===== config.mk =====
export PLATFORM = sky130hd
export DESIGN_NAME = tw_slave_mem
export DESIGN_NICKNAME = d
export VERILOG_FILES = /design/src/rtl/tw_pkg.sv /design/src/rtl/tw_glitch_filt.sv /design/src/rtl/tw_bus_events.sv /design/src/rtl/tw_engine.sv /design/src/rtl/tw_slave_mem.sv
export SDC_FILE = /design/constraint.sdc
export NUM_CORES = 1
export LEC_CHECK = 0
export ABC_AREA = 1
export BUFFER_PORTS_ARGS = -buffer_cell sky130_fd_sc_hd__buf_2
export CORE_MARGIN = 2
export CORE_UTILIZATION = 24
export DETAILED_ROUTE_END_ITERATION = 10
export GPL_ROUTABILITY_DRIVEN = 1
export PLACE_DENSITY = 0.4
export SYNTH_ARGS = -nofsm -noshare
export SYNTH_HDL_FRONTEND = slang
export SYNTH_SLANG_ARGS = --single-unit

===== constraint.sdc =====
create_clock -name clk -period 3.4 [get_ports clk]
set_input_delay 0.68 -clock clk [delete_from_list [all_inputs] [get_ports clk]]
set_output_delay 0.68 -clock clk [all_outputs]
set_load 0.05 [all_outputs]

===== src/rtl/tw_pkg.sv =====
`timescale 1ns/1ps
package tw_pkg;
  localparam int BYTE_W = 8;

  typedef enum logic [3:0] {
    ST_IDLE,
    ST_ADDR,
    ST_ADDR_ACK,
    ST_PTR,
    ST_WR,
    ST_RX_ACK,
    ST_RD,
    ST_RD_ACK,
    ST_HOLD
  } tw_state_e;
endpackage


===== src/rtl/tw_glitch_filt.sv =====
`timescale 1ns/1ps
module tw_glitch_filt #(
  parameter int W        = 2,
  parameter int FILT_CYC = 100
) (
  input  logic         clk,
  input  logic         rst_n,
  input  logic [W-1:0] raw,
  output logic [W-1:0] filt
);
  localparam int CW = (FILT_CYC < 2) ? 1 : $clog2(FILT_CYC + 1);
  localparam logic [CW-1:0] LIMIT = CW'(FILT_CYC - 1);

  for (genvar g = 0; g < W; g++) begin : g_line
    logic          s1, s2, lvl;
    logic [CW-1:0] cnt;

    always_ff @(posedge clk or negedge rst_n) begin
      if (!rst_n) begin
        s1  <= 1'b1;
        s2  <= 1'b1;
        lvl <= 1'b1;
        cnt <= '0;
      end else begin
        s1 <= raw[g];
        s2 <= s1;
        if (s2 == lvl) begin
          cnt <= '0;
        end else if (cnt == LIMIT) begin
          lvl <= s2;
          cnt <= '0;
        end else begin
          cnt <= cnt + 1'b1;
        end
      end
    end

    assign filt[g] = lvl;
  end
endmodule


===== src/rtl/tw_bus_events.sv =====
`timescale 1ns/1ps
module tw_bus_events (
  input  logic clk,
  input  logic rst_n,
  input  logic scl_f,
  input  logic sda_f,
  output logic scl_rise,
  output logic scl_fall,
  output logic start_ev,
  output logic stop_ev
);
  logic scl_q, sda_q;

  always_ff @(posedge clk or negedge rst_n) begin
    if (!rst_n) begin
      scl_q <= 1'b1;
      sda_q <= 1'b1;
    end else begin
      scl_q <= scl_f;
      sda_q <= sda_f;
    end
  end

  assign scl_rise = scl_f & ~scl_q;
  assign scl_fall = ~scl_f & scl_q;
  assign start_ev = scl_f & scl_q & sda_q & ~sda_f;
  assign stop_ev  = scl_f & scl_q & ~sda_q & sda_f;
endmodule


===== src/rtl/tw_engine.sv =====
`timescale 1ns/1ps
module tw_engine
  import tw_pkg::*;
#(
  parameter int          ADDR_W   = 6,
  parameter logic [6:0]  DEV_ADDR = 7'h68
) (
  input  logic              clk,
  input  logic              rst_n,
  input  logic              supply_fail,
  input  logic              scl_rise,
  input  logic              scl_fall,
  input  logic              start_ev,
  input  logic              stop_ev,
  input  logic              sda_s,
  input  logic [BYTE_W-1:0] rdata,
  output logic              sda_oe,
  output logic [ADDR_W-1:0] ptr,
  output logic              wr_valid,
  output logic [BYTE_W-1:0] wdata
);
  tw_state_e         state;
  logic [BYTE_W-1:0] shreg;
  logic [2:0]        bitcnt;
  logic              got8;
  logic              is_read;
  logic              mnack;

  always_ff @(posedge clk or negedge rst_n) begin
    if (!rst_n) begin
      state    <= ST_IDLE;
      shreg    <= '0;
      bitcnt   <= '0;
      got8     <= 1'b0;
      is_read  <= 1'b0;
      mnack    <= 1'b1;
      sda_oe   <= 1'b0;
      ptr      <= '0;
      wr_valid <= 1'b0;
      wdata    <= '0;
    end else if (supply_fail) begin
      state    <= ST_IDLE;
      sda_oe   <= 1'b0;
      ptr      <= '0;
      wr_valid <= 1'b0;
      got8     <= 1'b0;
      bitcnt   <= '0;
    end else begin
      wr_valid <= 1'b0;
      if (wr_valid) ptr <= ptr + 1'b1;

      if (stop_ev) begin
        state  <= ST_IDLE;
        sda_oe <= 1'b0;
        got8   <= 1'b0;
      end else if (start_ev) begin
        state  <= ST_ADDR;
        sda_oe <= 1'b0;
        bitcnt <= '0;
        got8   <= 1'b0;
      end else begin
        case (state)
          ST_ADDR, ST_PTR, ST_WR: begin
            if (scl_rise) begin
              shreg  <= {shreg[BYTE_W-2:0], sda_s};
              bitcnt <= bitcnt + 1'b1;
              if (bitcnt == 3'd7) got8 <= 1'b1;
            end else if (scl_fall && got8) begin
              got8 <= 1'b0;
              if (state == ST_ADDR) begin
                if (shreg[7:1] == DEV_ADDR) begin
                  sda_oe  <= 1'b1;
                  is_read <= shreg[0];
                  state   <= ST_ADDR_ACK;
                end else begin
                  state <= ST_HOLD;
                end
              end else if (state == ST_PTR) begin
                ptr    <= shreg[ADDR_W-1:0];
                sda_oe <= 1'b1;
                state  <= ST_RX_ACK;
              end else begin
                wr_valid <= 1'b1;
                wdata    <= shreg;
                sda_oe   <= 1'b1;
                state    <= ST_RX_ACK;
              end
            end
          end

          ST_ADDR_ACK: begin
            if (scl_fall) begin
              bitcnt <= '0;
              if (is_read) begin
                shreg  <= rdata;
                sda_oe <= ~rdata[7];
                ptr    <= ptr + 1'b1;
                state  <= ST_RD;
              end else begin
                sda_oe <= 1'b0;
                state  <= ST_PTR;
              end
            end
          end

          ST_RX_ACK: begin
            if (scl_fall) begin
              sda_oe <= 1'b0;
              bitcnt <= '0;
              state  <= ST_WR;
            end
          end

          ST_RD: begin
            if (scl_fall) begin
              if (bitcnt == 3'd7) begin
                sda_oe <= 1'b0;
                bitcnt <= '0;
                state  <= ST_RD_ACK;
              end else begin
                shreg  <= {shreg[BYTE_W-2:0], 1'b0};
                sda_oe <= ~shreg[6];
                bitcnt <= bitcnt + 1'b1;
              end
            end
          end

          ST_RD_ACK: begin
            if (scl_rise) begin
              mnack <= sda_s;
            end else if (scl_fall) begin
              if (!mnack) begin
                shreg  <= rdata;
                sda_oe <= ~rdata[7];
                ptr    <= ptr + 1'b1;
                bitcnt <= '0;
                state  <= ST_RD;
              end else begin
                state <= ST_HOLD;
              end
            end
          end

          default: ;
        endcase
      end
    end
  end
endmodule


===== src/rtl/tw_slave_mem.sv =====
`timescale 1ns/1ps
module tw_slave_mem
  import tw_pkg::*;
#(
  parameter int         ADDR_W   = 6,
  parameter int         FILT_CYC = 100,
  parameter logic [6:0] DEV_ADDR = 7'h68
) (
  input  logic              clk,
  input  logic              rst_n,
  input  logic              supply_fail,
  input  logic              scl_in,
  input  logic              sda_in,
  output logic              sda_oe,
  output logic [ADDR_W-1:0] mem_addr,
  output logic              mem_wr_valid,
  output logic [7:0]        mem_wdata,
  input  logic [7:0]        mem_rdata
);
  logic [1:0] line_f;
  logic       scl_f, sda_f;
  logic       scl_rise, scl_fall, start_ev, stop_ev;

  tw_glitch_filt #(.W(2), .FILT_CYC(FILT_CYC)) u_filt (
    .clk  (clk),
    .rst_n(rst_n),
    .raw  ({scl_in, sda_in}),
    .filt (line_f)
  );

  assign scl_f = line_f[1];
  assign sda_f = line_f[0];

  tw_bus_events u_evt (
    .clk     (clk),
    .rst_n   (rst_n),
    .scl_f   (scl_f),
    .sda_f   (sda_f),
    .scl_rise(scl_rise),
    .scl_fall(scl_fall),
    .start_ev(start_ev),
    .stop_ev (stop_ev)
  );

  tw_engine #(.ADDR_W(ADDR_W), .DEV_ADDR(DEV_ADDR)) u_eng (
    .clk        (clk),
    .rst_n      (rst_n),
    .supply_fail(supply_fail),
    .scl_rise   (scl_rise),
    .scl_fall   (scl_fall),
    .start_ev   (start_ev),
    .stop_ev    (stop_ev),
    .sda_s      (sda_f),
    .rdata      (mem_rdata),
    .sda_oe     (sda_oe),
    .ptr        (mem_addr),
    .wr_valid   (mem_wr_valid),
    .wdata      (mem_wdata)
  );
endmodule


# After elaboration in Yosys (flattened, before gate mapping)
# Cells that the tools add are included.
dict set report word_totals {
  ff_bits 56
  latch_bits 0
  ram_bits 0
  rom_bits 0
  input_bits 13
  wordCells 187
  memories 0
}
dict set report op_classes {
  addsub 4
  multipliers 0
  div 0
  order_cmp 0
  n_eq_ne 39
  shifts 0
  n_mux 85
  bitwise_logic 21
  n_reduce_logical 18
}
# op count
set op_table {}
lappend op_table {{$mux W6} 13}
lappend op_table {{$mux W8} 8}
lappend op_table {{$mux W4} 14}
lappend op_table {{$mux W3} 11}
lappend op_table {{$pmux W8 S4} 1}
lappend op_table {{$mux W1} 30}
lappend op_table {{$ne A5 B4 Y1 const B} 6}
lappend op_table {{$mux W7} 4}
lappend op_table {{$reduce_and A8 Y1} 3}
lappend op_table {{$eq A7 B7 Y1 const B} 3}
lappend op_table {{$pmux W4 S5} 1}
lappend op_table {{$pmux W6 S3} 1}
lappend op_table {{$eq A4 B3 Y1 const B} 4}
lappend op_table {{$ne A5 B5 Y1 const B} 3}
lappend op_table {{$add A7 B1 Y7 const B} 2}
lappend op_table {{$not A1 Y1} 14}
lappend op_table {{$ne A4 B4 Y1 const B} 3}
lappend op_table {{$pmux W3 S4} 1}
lappend op_table {{$reduce_and A12 Y1} 1}
lappend op_table {{$ne A2 B2 Y1 const B} 5}
lappend op_table {{$reduce_and A10 Y1} 1}
lappend op_table {{$reduce_and A9 Y1} 1}
lappend op_table {{$eq A4 B2 Y1 const B} 2}
lappend op_table {{$ne A2 B1 Y1 const B} 4}
lappend op_table {{21 further kinds} 31}

# Longest topological paths before layout
# Gate-level depths: netlist of run 1.
dict set report logic_depth {
  ltp_word 10
  ltp_mapped 12
  depth_no_buf 11
}

# By module
# Synthesis of run 1 repeated with hierarchy kept, for this count alone.
dict set report hier_totals {
  cells_unflattened 479
  area_unflattened_um2 3550.9
}
# module instances cells_each area_per_inst_um2 seq_area_each_um2
set modules_own_cells {}
lappend modules_own_cells {tw_engine 1 374 2547.4 852.1}
lappend modules_own_cells {tw_glitch_filt 1 92 909.6 508.0}
lappend modules_own_cells {tw_bus_events 1 13 93.8 52.6}

# Least setup slack after synthesis of run 1
# OpenSTA, ideal clock, no wires.
dict set report synth_timing {
  path_kind {input to register}
  from {in supply_fail}
  to {reg u_eng.state[2]}
  setup_ns 0.117
  arrival_time_ns 1.661
  slack_ns 1.622
  path_stages 10
  path_cell_list {buf_2 -> inv_1 -> buf_2 -> nand2_1 -> nor2_1 -> nand2_1 -> nand3_1 -> nor2_2 -> nand2_1 -> nand2_1}
}
dict set report synth_via {
  elab_chain_cells 2
  word_cells_on_any_way 11
  classes_between {8 x eq/ne; 1 x mux; 2 x reduce/logical}
}
# element line
set synth_lines {}
lappend synth_lines {{start, declared} tw_slave_mem.sv:11} ;# input logic supply_fail,
lappend synth_lines {{$ne A5 B4 Y1 (no line), or another cell as far along} n/a}
lappend synth_lines {{$reduce_and A9 Y1 (no line)} n/a}
lappend synth_lines {{end signal, assigned} tw_engine.sv:31} ;# state <= ST_IDLE;
lappend synth_lines {{end signal, assigned} tw_engine.sv:42} ;# state <= ST_IDLE;
lappend synth_lines {{end signal, assigned} tw_engine.sv:53} ;# state <= ST_IDLE;
lappend synth_lines {{end, declared} tw_engine.sv:22} ;# tw_state_e state;
# Several ways; a longest one is shown, not always the timed one.
# A chain may end at the register's enable or synchronous reset.

# Worst setup path after layout of run 1
dict set report layout_timing {
  from {reg u_filt.g_line[0].lvl}
  to {reg u_eng.shreg[2]}
}
dict set report layout_via {
  elab_chain_cells 4
  word_cells_on_any_way 6
  classes_between {5 x bitwise; 1 x reduce/logical}
}
# element line
set layout_lines {}
lappend layout_lines {{start, declared} tw_glitch_filt.sv:15} ;# logic s1, s2, lvl;
lappend layout_lines {{start signal, assigned} tw_glitch_filt.sv:22} ;# lvl <= 1'b1;
lappend layout_lines {{start signal, assigned} tw_glitch_filt.sv:30} ;# lvl <= s2;
lappend layout_lines {{$not A1 Y1} tw_bus_events.sv:26} ;# assign start_ev = scl_f & scl_q & sda_q & ~sda_f;
lappend layout_lines {{$and A1 B1 Y1} tw_bus_events.sv:26}
lappend layout_lines {{$not A1 Y1 (no line)} n/a}
lappend layout_lines {{$reduce_and A12 Y1 (no line) (*)} n/a}
lappend layout_lines {{end signal, assigned} tw_engine.sv:65} ;# shreg <= {shreg[BYTE_W-2:0], sda_s};
lappend layout_lines {{end signal, assigned} tw_engine.sv:95} ;# shreg <= rdata;
lappend layout_lines {{end signal, assigned} tw_engine.sv:121} ;# shreg <= {shreg[BYTE_W-2:0], 1'b0};
lappend layout_lines {{end, declared} tw_engine.sv:23} ;# logic [BYTE_W-1:0] shreg;
# Every way passes the cells marked *; elsewhere a longest branch is shown, timed or not.

==> impl_metrics.py, run 1 <==
metrics = {
    "run_status": {
        "status": "finished clean",
    },
    "route": {
        "detail_route.wirelength_mm": 8.872,
        "wl_met1_mm": 4.406,
        "wl_met2_mm": 3.972,
        "via_per_inst": 4.450,
        "wl_per_cell_um": 13.05,
        "drtIter0Drc": 175,
        "final_antenna_net_count": 0,
        "first_pass_iters": 4,
        "met3_length_um": 390,
        "routed.top_layer": "met4",
        "drc": 0,
        "vias": 3026,
    },
    "timing": {
        "slew_viol_final": 0,
        "period_share_pct": 62.88,
        "fin_setup_tns_ns": 0,
        "finalWorstSetupSlack_ns": 1.262,
        "rsz0062_at_grt": "false",
        "worst_pin_slew_ns": 0.7557,
        "period_minus_slack_ns": 2.138,
        "max_freq_mhz": 467.7,
        "slew_headroom_pct": 49.62,
        "hold_viol_final": 0,
        "setup_viol": 0,
        "fin_worst_skew_ns": 0.007619,
    },
    "die": {
        "initial_core_util_pct": 24.56,
        "die_height_um": 123.2,
        "die_w_um": 123.2,
        "dieArea_mm2": 0.01518,
        "io_pins": 29,
        "core_mm2": 0.01388,
        "num_rows": 43,
    },
    "synth": {
        "synthesis.area_mm2": 0.003410,
        "ys_seq_elements": 56,
        "yosysSeqAreaShare_pct": 41.43,
        "syn-num-nets": 490,
        "ys_types": 33,
        "synthMostInstantiatedCell": "nand2_1",
        "ys.flop_type": "dfrtp_1",
        "synth_top_area_share_pct": 34.50,
        "synth_edf_count": 0,
        "synth_largest_area_cell": "dfrtp_1",
        "synthArstFlopShare_pct": 100.0,
        "synthCells": 472,
        "syn_avg_cell_area_um2": 7.224,
        "synth_warnings": 0,
        "synth_common_cells": "132 x nand2_1, 54 x inv_1, 52 x nor2_1",
        "synthTopCellsByArea": "dfrtp_1 34%, nand2_1 15%, dfstp_2 6.9%, inv_1 5.9%, nor2_1 5.7%",
    },
    "cts": {
        "numCtsBuffers": 5,
        "cts_tree": "done",
        "clk_pin_slew_ns": 0.08,
        "cts-resized-gates": 0,
        "cts.sink_count": 56,
        "cts_buffer_depth": 2,
        "htreeDepth": 2,
        "clk_latency_ns": 0.30,
        "holdBufCountCts": 0,
        "postCtsSetupBuffers": 0,
        "cts_root_buf": "clkbuf_16",
    },
    "critical_path": {
        "critPathLaunchType": "flip-flop",
        "required_ns": 3.59,
        "worstSetupEndpointType": "flip-flop",
        "crit_arrival_ns": 2.33,
        "path_class": "reg2reg",
        "critPathMaxFanout": 16,
    },
    "power": {
        "power.internal_mw": 1.363,
        "p_per_area_mw_per_mm2": 648.5,
        "clkPwrFrac_pct": 21.2,
        "p_sw_share_pct": 45.48,
        "p_leak_nw": 1.791,
        "peakVddDrop_mv": 0.3173,
        "combPwrFrac_pct": 44.5,
        "p_seq_share_pct": 34.3,
        "p_switching_mw": 1.137,
    },
    "cells_and_area": {
        "fin_nets": 517,
        "drive_gt1_share_pct": 17.60,
        "utilization_pct": 27.77,
        "postLayoutCellArea_mm2": 0.003855,
        "syn_to_final_growth_pct": 13.06,
        "antenna_cells": 0,
    },
    "placed_design": {
        "place_area_mm2": 0.003714,
        "io_buffers": 28,
        "place_ws_ns": 1.099,
        "gp_congestion": 0.8660,
        "dp_hpwl_mm": 6.839,
    },
    "grt": {
        "grt_use_total_pct": 12.75,
        "grt_pass1_wl_mm": 15.05,
        "grt_antenna_before_repair": 0,
        "grt-ovfl-total": 0,
        "grt_max_degree": 57,
        "grt_pass1_vias": 3040,
    },
    "worst_hold_path": {
        "hold_path.class": "reg2reg",
    },
    "flow_run": {
        "cap_violations": 0,
    },
}
## cells in the final DEF (no fill, tap or decap), types with 2 or more instances in the layout
| cell | count |
|---|---|
| and2_1 | 2 |
| nor3_1 | 7 |
| xnor2_1 | 7 |
| nand2_2 | 9 |
| nand3_1 | 35 |
| inv_2 | 11 |
| xor2_1 | 2 |
| dfstp_2 | 9 |
| o21ai_2 | 10 |
| o21ai_0 | 18 |
| nor3b_1 | 3 |
| nand2_1 | 132 |
| a21oi_1 | 19 |
| nor2_4 | 2 |
| nand3_2 | 2 |
| clkbuf_16 | 5 |
| clkbuf_1 | 2 |
| o21ai_1 | 11 |
| buf_2 | 28 |
| nor2_2 | 7 |
| nor2_1 | 52 |
| o211ai_1 | 5 |
| dfrtp_1 | 47 |
| nand3b_1 | 3 |
| nand4_1 | 5 |
| ha_1 | 5 |
| inv_1 | 54 |
## routing by layer
layer  GRT usage (%)  vias up
met5               0        -
met3           2.814        7
li1                -     1548
met2           20.78       52
met4           4.048        0
met1           16.81     1419
## critical path: stages, from the launching register on
cell and delay (ns):
dfstp_2 0.58, inv_2 0.07, nand2_1 0.07, nor2_2 0.06, nor2_4 0.28, nand2_1 0.19, nor2_1 0.17, nand3_2 0.35
nand2_1 0.19, o21ai_2 0.07
## sequential cells by signal (all words and copies together) (netlist names)
name	count
u_filt.g_line.cnt	14
u_eng.shreg	8
u_eng.wdata	8
u_eng.ptr	6
u_eng.state	4
u_eng.bitcnt	3
u_filt.g_line.lvl	2
u_filt.g_line.s1	2
u_filt.g_line.s2	2
u_eng.got8	1
u_eng.is_read	1
u_eng.mnack	1
u_eng.sda_oe	1
u_eng.wr_valid	1
u_evt.scl_q	1
u_evt.sda_q	1
## final timing paths
path	startpoint	to	slack, ns	cells after the start
min in group asynchronous	rst_n	u_filt.g_line[0].cnt[6]	0.51	2
setup / recovery	u_filt.g_line[0].lvl	u_eng.shreg[2]	1.26	9
hold / removal	u_filt.g_line[1].s1	u_filt.g_line[1].s2	0.36	0
max in group asynchronous	rst_n	u_eng.ptr[5]	2.37	2
hold reg to reg	u_filt.g_line[1].s1	u_filt.g_line[1].s2	0.36	0
setup reg to reg	u_filt.g_line[0].lvl	u_eng.shreg[2]	1.26	9
## power groups by stage
stage                     Sequential (mW)  Combinational [mW]  Clock [mW]
after floorplan                     0.902               0.835           0
after global placement              0.873                1.12           0
after detailed placement            0.873                1.11           0
after CTS                           0.860                1.12       0.556
after global routing                0.876                1.26       0.580
final                               0.858                1.11       0.531
## kinds of logic (layout without fill, tap and decap cells)
group           after synthesis  count (layout)  share of synthesized area, %
xor+xnor                      9               9                         2.312
buf+inv                      75             103                         9.284
flops                        56              56                         41.43
compound gates               67              67                         11.74
simple gates                260             260                         33.39
fa+ha+maj                     5               5                         1.835
## final cells by class
type,instances,area [µm²]
flip-flops and latches,56,1413
clock inverters,1,8.758
clock buffers,7,132.6
inverters,66,247.7
multi-input cells,341,1680
fillers,1570,10030
repair buffers,29,147.6
well taps,180,225.2
## per-stage QoR
| step | power, mW | std cells | hold slack (ns) |
|---|---|---|---|
| CTS | 2.533 | 680 | 0.3585 |
| floorplan | 1.737 | 472 | 0.3452 |
| finish | 2.500 | 680 | 0.3560 |
| detailed placement | 1.982 | 672 | 0.3473 |
| global route | 2.718 | 680 | 0.3601 |
| global placement | 1.994 | 672 | 0.3461 |
Note: power is estimated with default switching activity, not from simulation.
==> inputs of run 2 (changes only) <==
--- a/config.mk
+++ b/config.mk
@@ -5,13 +5,13 @@
 export SDC_FILE = /design/constraint.sdc
 export NUM_CORES = 1
 export LEC_CHECK = 0
-export ABC_AREA = 1
+export ABC_AREA = 0
 export BUFFER_PORTS_ARGS = -buffer_cell sky130_fd_sc_hd__buf_2
 export CORE_MARGIN = 2
 export CORE_UTILIZATION = 24
 export DETAILED_ROUTE_END_ITERATION = 10
 export GPL_ROUTABILITY_DRIVEN = 1
-export PLACE_DENSITY = 0.4
+export PLACE_DENSITY = 0.41
 export SYNTH_ARGS = -nofsm -noshare
 export SYNTH_HDL_FRONTEND = slang
 export SYNTH_SLANG_ARGS = --single-unit
==> constraint.sdc (replaced) <==
create_clock -name clk -period 1.75 [get_ports clk]
set_input_delay 0.35 -clock clk [delete_from_list [all_inputs] [get_ports clk]]
set_output_delay 0.35 -clock clk [all_outputs]
set_load 0.05 [all_outputs]
==> impl_metrics.py, run 2 <==
metrics = {
    "run_status": {
        "status": "finished, violations left",
        "failed_checks": "negative setup slack",
    },
    "critical_path": {
        "r2r_setup_slack_ns": -0.24,
        "critPathMaxStageDelay_ns": 0.56,
        "crit_arrival_ns": 2.17,
        "r2r-start": "u_eng.state[0]",
        "required_ns": 1.94,
        "crit_start": "u_eng.state[0]",
        "slowest_stage": "or4b_4",
        "worstSetupEndpointType": "flip-flop",
        "path_class": "reg2reg",
        "r2r_cells": 4,
        "cp_cell_sequence": "or4b_4 > or3b_4 > buf_6 > mux2_4",
        "worstReg2RegEnd": "u_eng.wdata[2]",
        "critPathLaunchType": "flip-flop",
        "critPathMaxFanout": 6,
    },
    "cts": {
        "clk_latency_ns": 0.30,
        "clk_pin_slew_ns": 0.07,
        "numCtsBuffers": 5,
        "cts_buffer_depth": 2,
        "cts_tree": "done",
        "cts_root_buf": "clkbuf_16",
        "holdBufCountCts": 0,
        "cts.sink_count": 56,
        "htreeDepth": 2,
    },
    "route": {
        "final_antenna_net_count": 0,
        "via_per_inst": 4.715,
        "vias": 2876,
        "detail_route.wirelength_mm": 9.603,
        "wl_per_cell_um": 15.74,
        "drtIter0Drc": 172,
        "drc": 0,
        "first_pass_iters": 4,
    },
    "synth": {
        "synthMostInstantiatedCell": "dfrtp_1",
        "ys_types": 65,
        "synth_warnings": 0,
        "syn_avg_cell_area_um2": 10.30,
        "synthesis.area_mm2": 0.003398,
        "ys.flop_type": "dfrtp_1",
        "synth_edf_count": 0,
        "synth_top_area_share_pct": 34.61,
        "synthTopCellsByArea": "dfrtp_1 35%, mux2_4 7.1%, dfstp_2 7.0%, mux2_2 3.6%, xor2_1 3.4%",
        "synthArstFlopShare_pct": 100.0,
        "ys_seq_elements": 56,
        "yosysSeqAreaShare_pct": 41.57,
        "synthCells": 330,
        "synth_largest_area_cell": "dfrtp_1",
        "synth_common_cells": "47 x dfrtp_1, 23 x nor2_1, 22 x nand2_1",
        "syn-num-nets": 348,
    },
    "cells_and_area": {
        "fin_nets": 447,
        "largest_register_ffs": 14,
        "largestRegisters": "u_filt.g_line.cnt: 14 flops, u_eng.shreg: 8 flops, u_eng.wdata: 8 flops",
        "antenna_cells": 0,
        "utilization_pct": 34.01,
        "final_cell_mix": "72 x buf_4, 39 x dfrtp_1, 28 x buf_2, 21 x nand2_1, 21 x nor2_1",
        "drive_gt1_share_pct": 48.60,
        "largest_register": "u_filt.g_line.cnt",
        "final_common_cell": "buf_4",
        "syn_to_final_growth_pct": 38.92,
    },
    "timing": {
        "timing.hold.ws_ns": 0.03337,
        "hold_viol_final": 0,
        "setup_viol": 32,
        "slew_headroom_pct": 75.92,
        "worst_pin_slew_ns": 0.3563,
        "slew_viol_final": 0,
        "fin_setup_tns_ns": -4.872,
        "finalWorstSetupSlack_ns": -0.2352,
        "rsz0062_at_grt": "true",
        "max_freq_mhz": 503.7,
        "period_minus_slack_ns": 1.985,
        "fin_worst_skew_ns": 0.008857,
        "period_share_pct": 113.4,
    },
    "die": {
        "num_rows": 43,
        "initial_core_util_pct": 24.48,
        "dieArea_mm2": 0.01513,
        "core_mm2": 0.01388,
        "io_pins": 29,
        "die_w_um": 123.0,
        "die_height_um": 123.0,
    },
    "power": {
        "peakVddDrop_mv": 0.4599,
        "p_leak_nw": 2.105,
        "p_per_area_mw_per_mm2": 978.7,
    },
    "placed_design": {
        "gp_congestion": 0.8631,
        "dp_hpwl_mm": 7.047,
        "io_buffers": 28,
    },
    "grt": {
        "grt-ovfl-total": 0,
        "grt_max_degree": 57,
        "grt_pass1_wl_mm": 15.68,
        "grt_antenna_before_repair": 0,
        "grt_use_total_pct": 13.35,
        "grt_pass1_vias": 3036,
    },
    "worst_hold_path": {
        "hold_path.class": "in2async",
    },
    "flow_run": {
        "cap_violations": 0,
    },
}
==> run 2: cell count changes after synthesis, sizes merged, moves of 10 or more <==
cell | previous run | this run
inv | 65 | 11
mux2 | 0 | 27
nand2 | 141 | 22
nand2b | 0 | 10
nand3 | 37 | 15
nor2 | 61 | 23
o21ai | 39 | 12
xor2 | 2 | 14
==> run 2: what timing repair did <==
item | CTS | global route
setup buffers | 4 | 1
resized for setup | 32 | 34
pin swaps | 13 | 17
endpoints found under the setup margin | 31 | 33
gates cloned | 1 | 0
==> run 2: kinds of logic (layout without fill, tap and decap cells) <==
| kind of cell | Yosys count | after routing | share of synthesized area [%] |
|---|---|---|---|
| muxes | 29 | 29 | 11.30 |
| xor gates and xnor gates | 23 | 23 | 6.149 |
| DFF | 56 | 56 | 41.57 |
| AOI/OAI and AO/OA | 74 | 74 | 16.13 |
| buffers and inverters | 32 | 132 | 5.081 |
| and+or+nand+nor | 111 | 111 | 17.93 |
| adders and majority gates | 5 | 5 | 1.841 |
==> run 2: final cells by class <==
cell class / instances / area [µm²]
inverters: 11 / 41.29
flip-flops and latches: 56 / 1423
well taps: 180 / 225.2
fillers: 1471 / 9160
clock buffers: 8 / 146.4
repair buffers: 113 / 844.6
multi-input cells: 242 / 2041
==> run 2: how the worst max path moves through the flow <==
stage | endpoint | slack, ns | cells past startpoint
3_3_place_gp | u_eng.bitcnt[1] | -0.33 | 6
3_5_place_dp | u_eng.bitcnt[1] | -0.31 | 6
4_1_cts | u_eng.wdata[5] | -0.22 | 4
2_1_floorplan | u_eng.shreg[0] | -0.12 | 7
6_report | u_eng.wdata[2] | -0.24 | 4
5_1_grt | u_eng.shreg[1] | -0.28 | 5
==> run 2: metal layers <==
layer	part of all wire [%]	vias to the layer above	track usage [%]
met5	0	-	0
met4	1.2	0	3.480
met3	3.5	10	2.583
met2	47	51	22.34
met1	48	1415	17.67
li1	-	1400	-
==> run 2: power breakdown <==
group	switching, mW	internal [mW]
registers	0.0835	1.37
logic	1.05	1.08
clock network	0.470	0.573
==> run 2: critical path: cells and delay by family, from the launching register on <==
| kind | cells | cell delay, ns |
|---|---|---|
| mux | 1 | 0.29 |
| simple gates | 2 | 0.97 |
| flops | 1 | 0.45 |
| buf+inv | 1 | 0.16 |
==> run 2: per-stage QoR <==
stage | cell area (µm²) | instances | power [mW] | setup slack (ns)
finish | 4721 | 610 | 4.620 | -0.2352
detailed placement | 4290 | 598 | 3.141 | -0.3087
floorplan | 3441 | 330 | 2.394 | -0.1236
CTS | 4586 | 611 | 4.421 | -0.2238
global route | 4721 | 610 | 4.888 | -0.2806
global placement | 4290 | 598 | 3.151 | -0.3295
==> inputs of run 3 (changes only) <==
--- a/config.mk
+++ b/config.mk
@@ -5,7 +5,7 @@
 export SDC_FILE = /design/constraint.sdc
 export NUM_CORES = 1
 export LEC_CHECK = 0
-export ABC_AREA = 0
+export ABC_AREA = 1
 export BUFFER_PORTS_ARGS = -buffer_cell sky130_fd_sc_hd__buf_2
 export CORE_MARGIN = 2
 export CORE_UTILIZATION = 24
==> impl_metrics.py, run 3 (same netlist as run 1, synthesis figures left out) <==
metrics = {
    "route": {
        "drc": 0,
        "detail_route.wirelength_mm": 9.204,
        "via_per_inst": 4.408,
        "wl_per_cell_um": 12.96,
        "drtIter0Drc": 93,
        "first_pass_iters": 4,
        "vias": 3130,
        "final_antenna_net_count": 0,
    },
    "cells_and_area": {
        "final_common_cell": "nand2_1",
        "largestRegisters": "u_filt.g_line.cnt: 14 flops, u_eng.shreg: 8 flops, u_eng.wdata: 8 flops",
        "drive_gt1_share_pct": 29.25,
        "final_cell_mix": "118 x nand2_1, 52 x inv_1, 43 x nor2_1, 43 x dfrtp_1, 31 x nand3_1",
        "fin_nets": 547,
        "antenna_cells": 0,
        "utilization_pct": 31.33,
        "num-fill-cells": 1519,
        "instances_no_fill": 710,
        "largest_register": "u_filt.g_line.cnt",
        "largest_register_ffs": 14,
        "syn_to_final_growth_pct": 27.56,
    },
    "timing": {
        "period_share_pct": 101.0,
        "max_freq_mhz": 566.0,
        "timing.hold.ws_ns": 0.02973,
        "worst_pin_slew_ns": 0.4262,
        "slew_viol_final": 0,
        "finalWorstSetupSlack_ns": -0.01663,
        "period_minus_slack_ns": 1.767,
        "hold_viol_final": 0,
        "rsz0062_at_grt": "true",
        "fin_worst_skew_ns": 0.008812,
        "slew_headroom_pct": 71.55,
        "setup_viol": 2,
    },
    "placed_design": {
        "place_inst": 694,
        "dp_hpwl_mm": 6.864,
        "gp_congestion": 0.8703,
        "io_buffers": 28,
    },
    "cts": {
        "cts_tree": "done",
        "cts_buffer_depth": 2,
        "clk_pin_slew_ns": 0.08,
        "holdBufCountCts": 0,
        "cts.sink_count": 56,
        "cts_root_buf": "clkbuf_16",
        "htreeDepth": 2,
        "clk_latency_ns": 0.30,
        "numCtsBuffers": 5,
    },
    "critical_path": {
        "crit_arrival_ns": 1.96,
        "r2r_cells": 10,
        "path_class": "reg2reg",
        "crit_path_end": "u_eng.wdata[2]",
        "critPathMaxFanout": 8,
        "worstReg2RegEnd": "u_eng.wdata[2]",
        "cp_top_family": "simple AND/OR/NAND/NOR gates",
        "critPathMostFrequentCell": "nor2_4",
        "r2r-start": "u_filt.g_line[0].lvl",
        "worstSetupEndpointType": "flip-flop",
        "critPathBufInv": 2,
        "cp.depth": 10,
        "r2r_setup_slack_ns": -0.02,
        "slowest_stage": "dfstp_2",
        "required_ns": 1.94,
        "cp_cell_sequence": "inv_4 > nand2_4 > nor2_4 > nor2_4 > buf_12 > nand3_4 > nor2_4 > nand2_2 > nand2_1 > o21ai_1",
        "crit_start": "u_filt.g_line[0].lvl",
        "critPathMaxStageDelay_ns": 0.60,
        "critPathLaunchType": "flip-flop",
    },
    "power": {
        "peakVddDrop_mv": 0.4719,
        "p_leak_nw": 2.015,
        "p_per_area_mw_per_mm2": 1241,
        "power_mw": 5.396,
    },
    "grt": {
        "grt-ovfl-total": 0,
        "grt_antenna_before_repair": 0,
        "grt_max_degree": 57,
        "grt_pass1_vias": 3051,
        "grt_use_total_pct": 12.61,
        "grt_pass1_wl_mm": 15.05,
    },
    "die": {
        "io_pins": 29,
        "core_mm2": 0.01388,
        "dieArea_mm2": 0.01518,
        "num_rows": 43,
        "initial_core_util_pct": 24.56,
        "die_w_um": 123.2,
        "die_height_um": 123.2,
    },
    "run_status": {
        "status": "finished, violations left",
        "failed_checks": "negative setup slack",
    },
    "flow_run": {
        "cap_violations": 0,
    },
    "worst_hold_path": {
        "hold_path.class": "in2async",
    },
}
-- run 3: repair_timing --
action,in CTS,in global routing
pin swaps,2,12
buffers inserted,0,5
endpoints found under the setup margin,5,31
gates resized for setup,1,57
gates cloned,0,3
-- run 3: layout make-up --
class                           instances  area [µm²]  area share, %
Clock buffer                            7       132.6          3.049
Clock inverter                          1       8.758         0.2014
Inverter                               66       255.2          5.869
Multi-Input combinational cell        342        1864          42.87
Sequential cell                        56        1418          32.59
Tap cell                              180       225.2          5.178
Timing Repair Buffer                   58       445.4          10.24
-- run 3: through the flow --
step,worst slack (ns),setup TNS [ns],area [µm²]
3_3_place_gp,-0.02193,-0.07380,3918
5_1_grt,-0.1027,-1.286,4349
2_1_floorplan,0.008805,0,3411
6_report,-0.01663,-0.03118,4349
4_1_cts,0.01200,0,4064
3_5_place_dp,-0.01581,-0.04453,3918
-- run 3: worst min path at each step --
stage | from | end | cells after the start
6_report | rst_n | u_eng.ptr[3] | 2
5_1_grt | rst_n | u_eng.ptr[5] | 2
4_1_cts | rst_n | u_eng.ptr[3] | 2
3_5_place_dp | u_filt.g_line[0].s1 | u_filt.g_line[0].s2 | 0
3_3_place_gp | u_filt.g_line[0].s1 | u_filt.g_line[0].s2 | 0
2_1_floorplan | rst_n | u_eng.bitcnt[0] | 0
-- run 3: routing by layer --
layer | track usage (%) | routed length (µm) | vias to the layer above
met5 | 0 | 0 | -
li1 | - | - | 1622
met1 | 17.99 | 4555 | 1464
met2 | 19.78 | 4263 | 40
met4 | 3.054 | 70 | 0
met3 | 2.214 | 314 | 4
-- run 3: worst reg2reg max path: stages (launching register included) --
cell and delay (ns):
dfstp_2 0.60, inv_4 0.06, nand2_4 0.06, nor2_4 0.04, nor2_4 0.21, buf_12 0.16, nand3_4 0.08, nor2_4 0.17
nand2_2 0.15, nand2_1 0.08, o21ai_1 0.05
-- run 3: where the power goes --
part	internal [mW]	switching (mW)	total, mW
combinational	0.960	1.73	2.69
sequential	1.49	0.199	1.68
clock	0.537	0.486	1.02
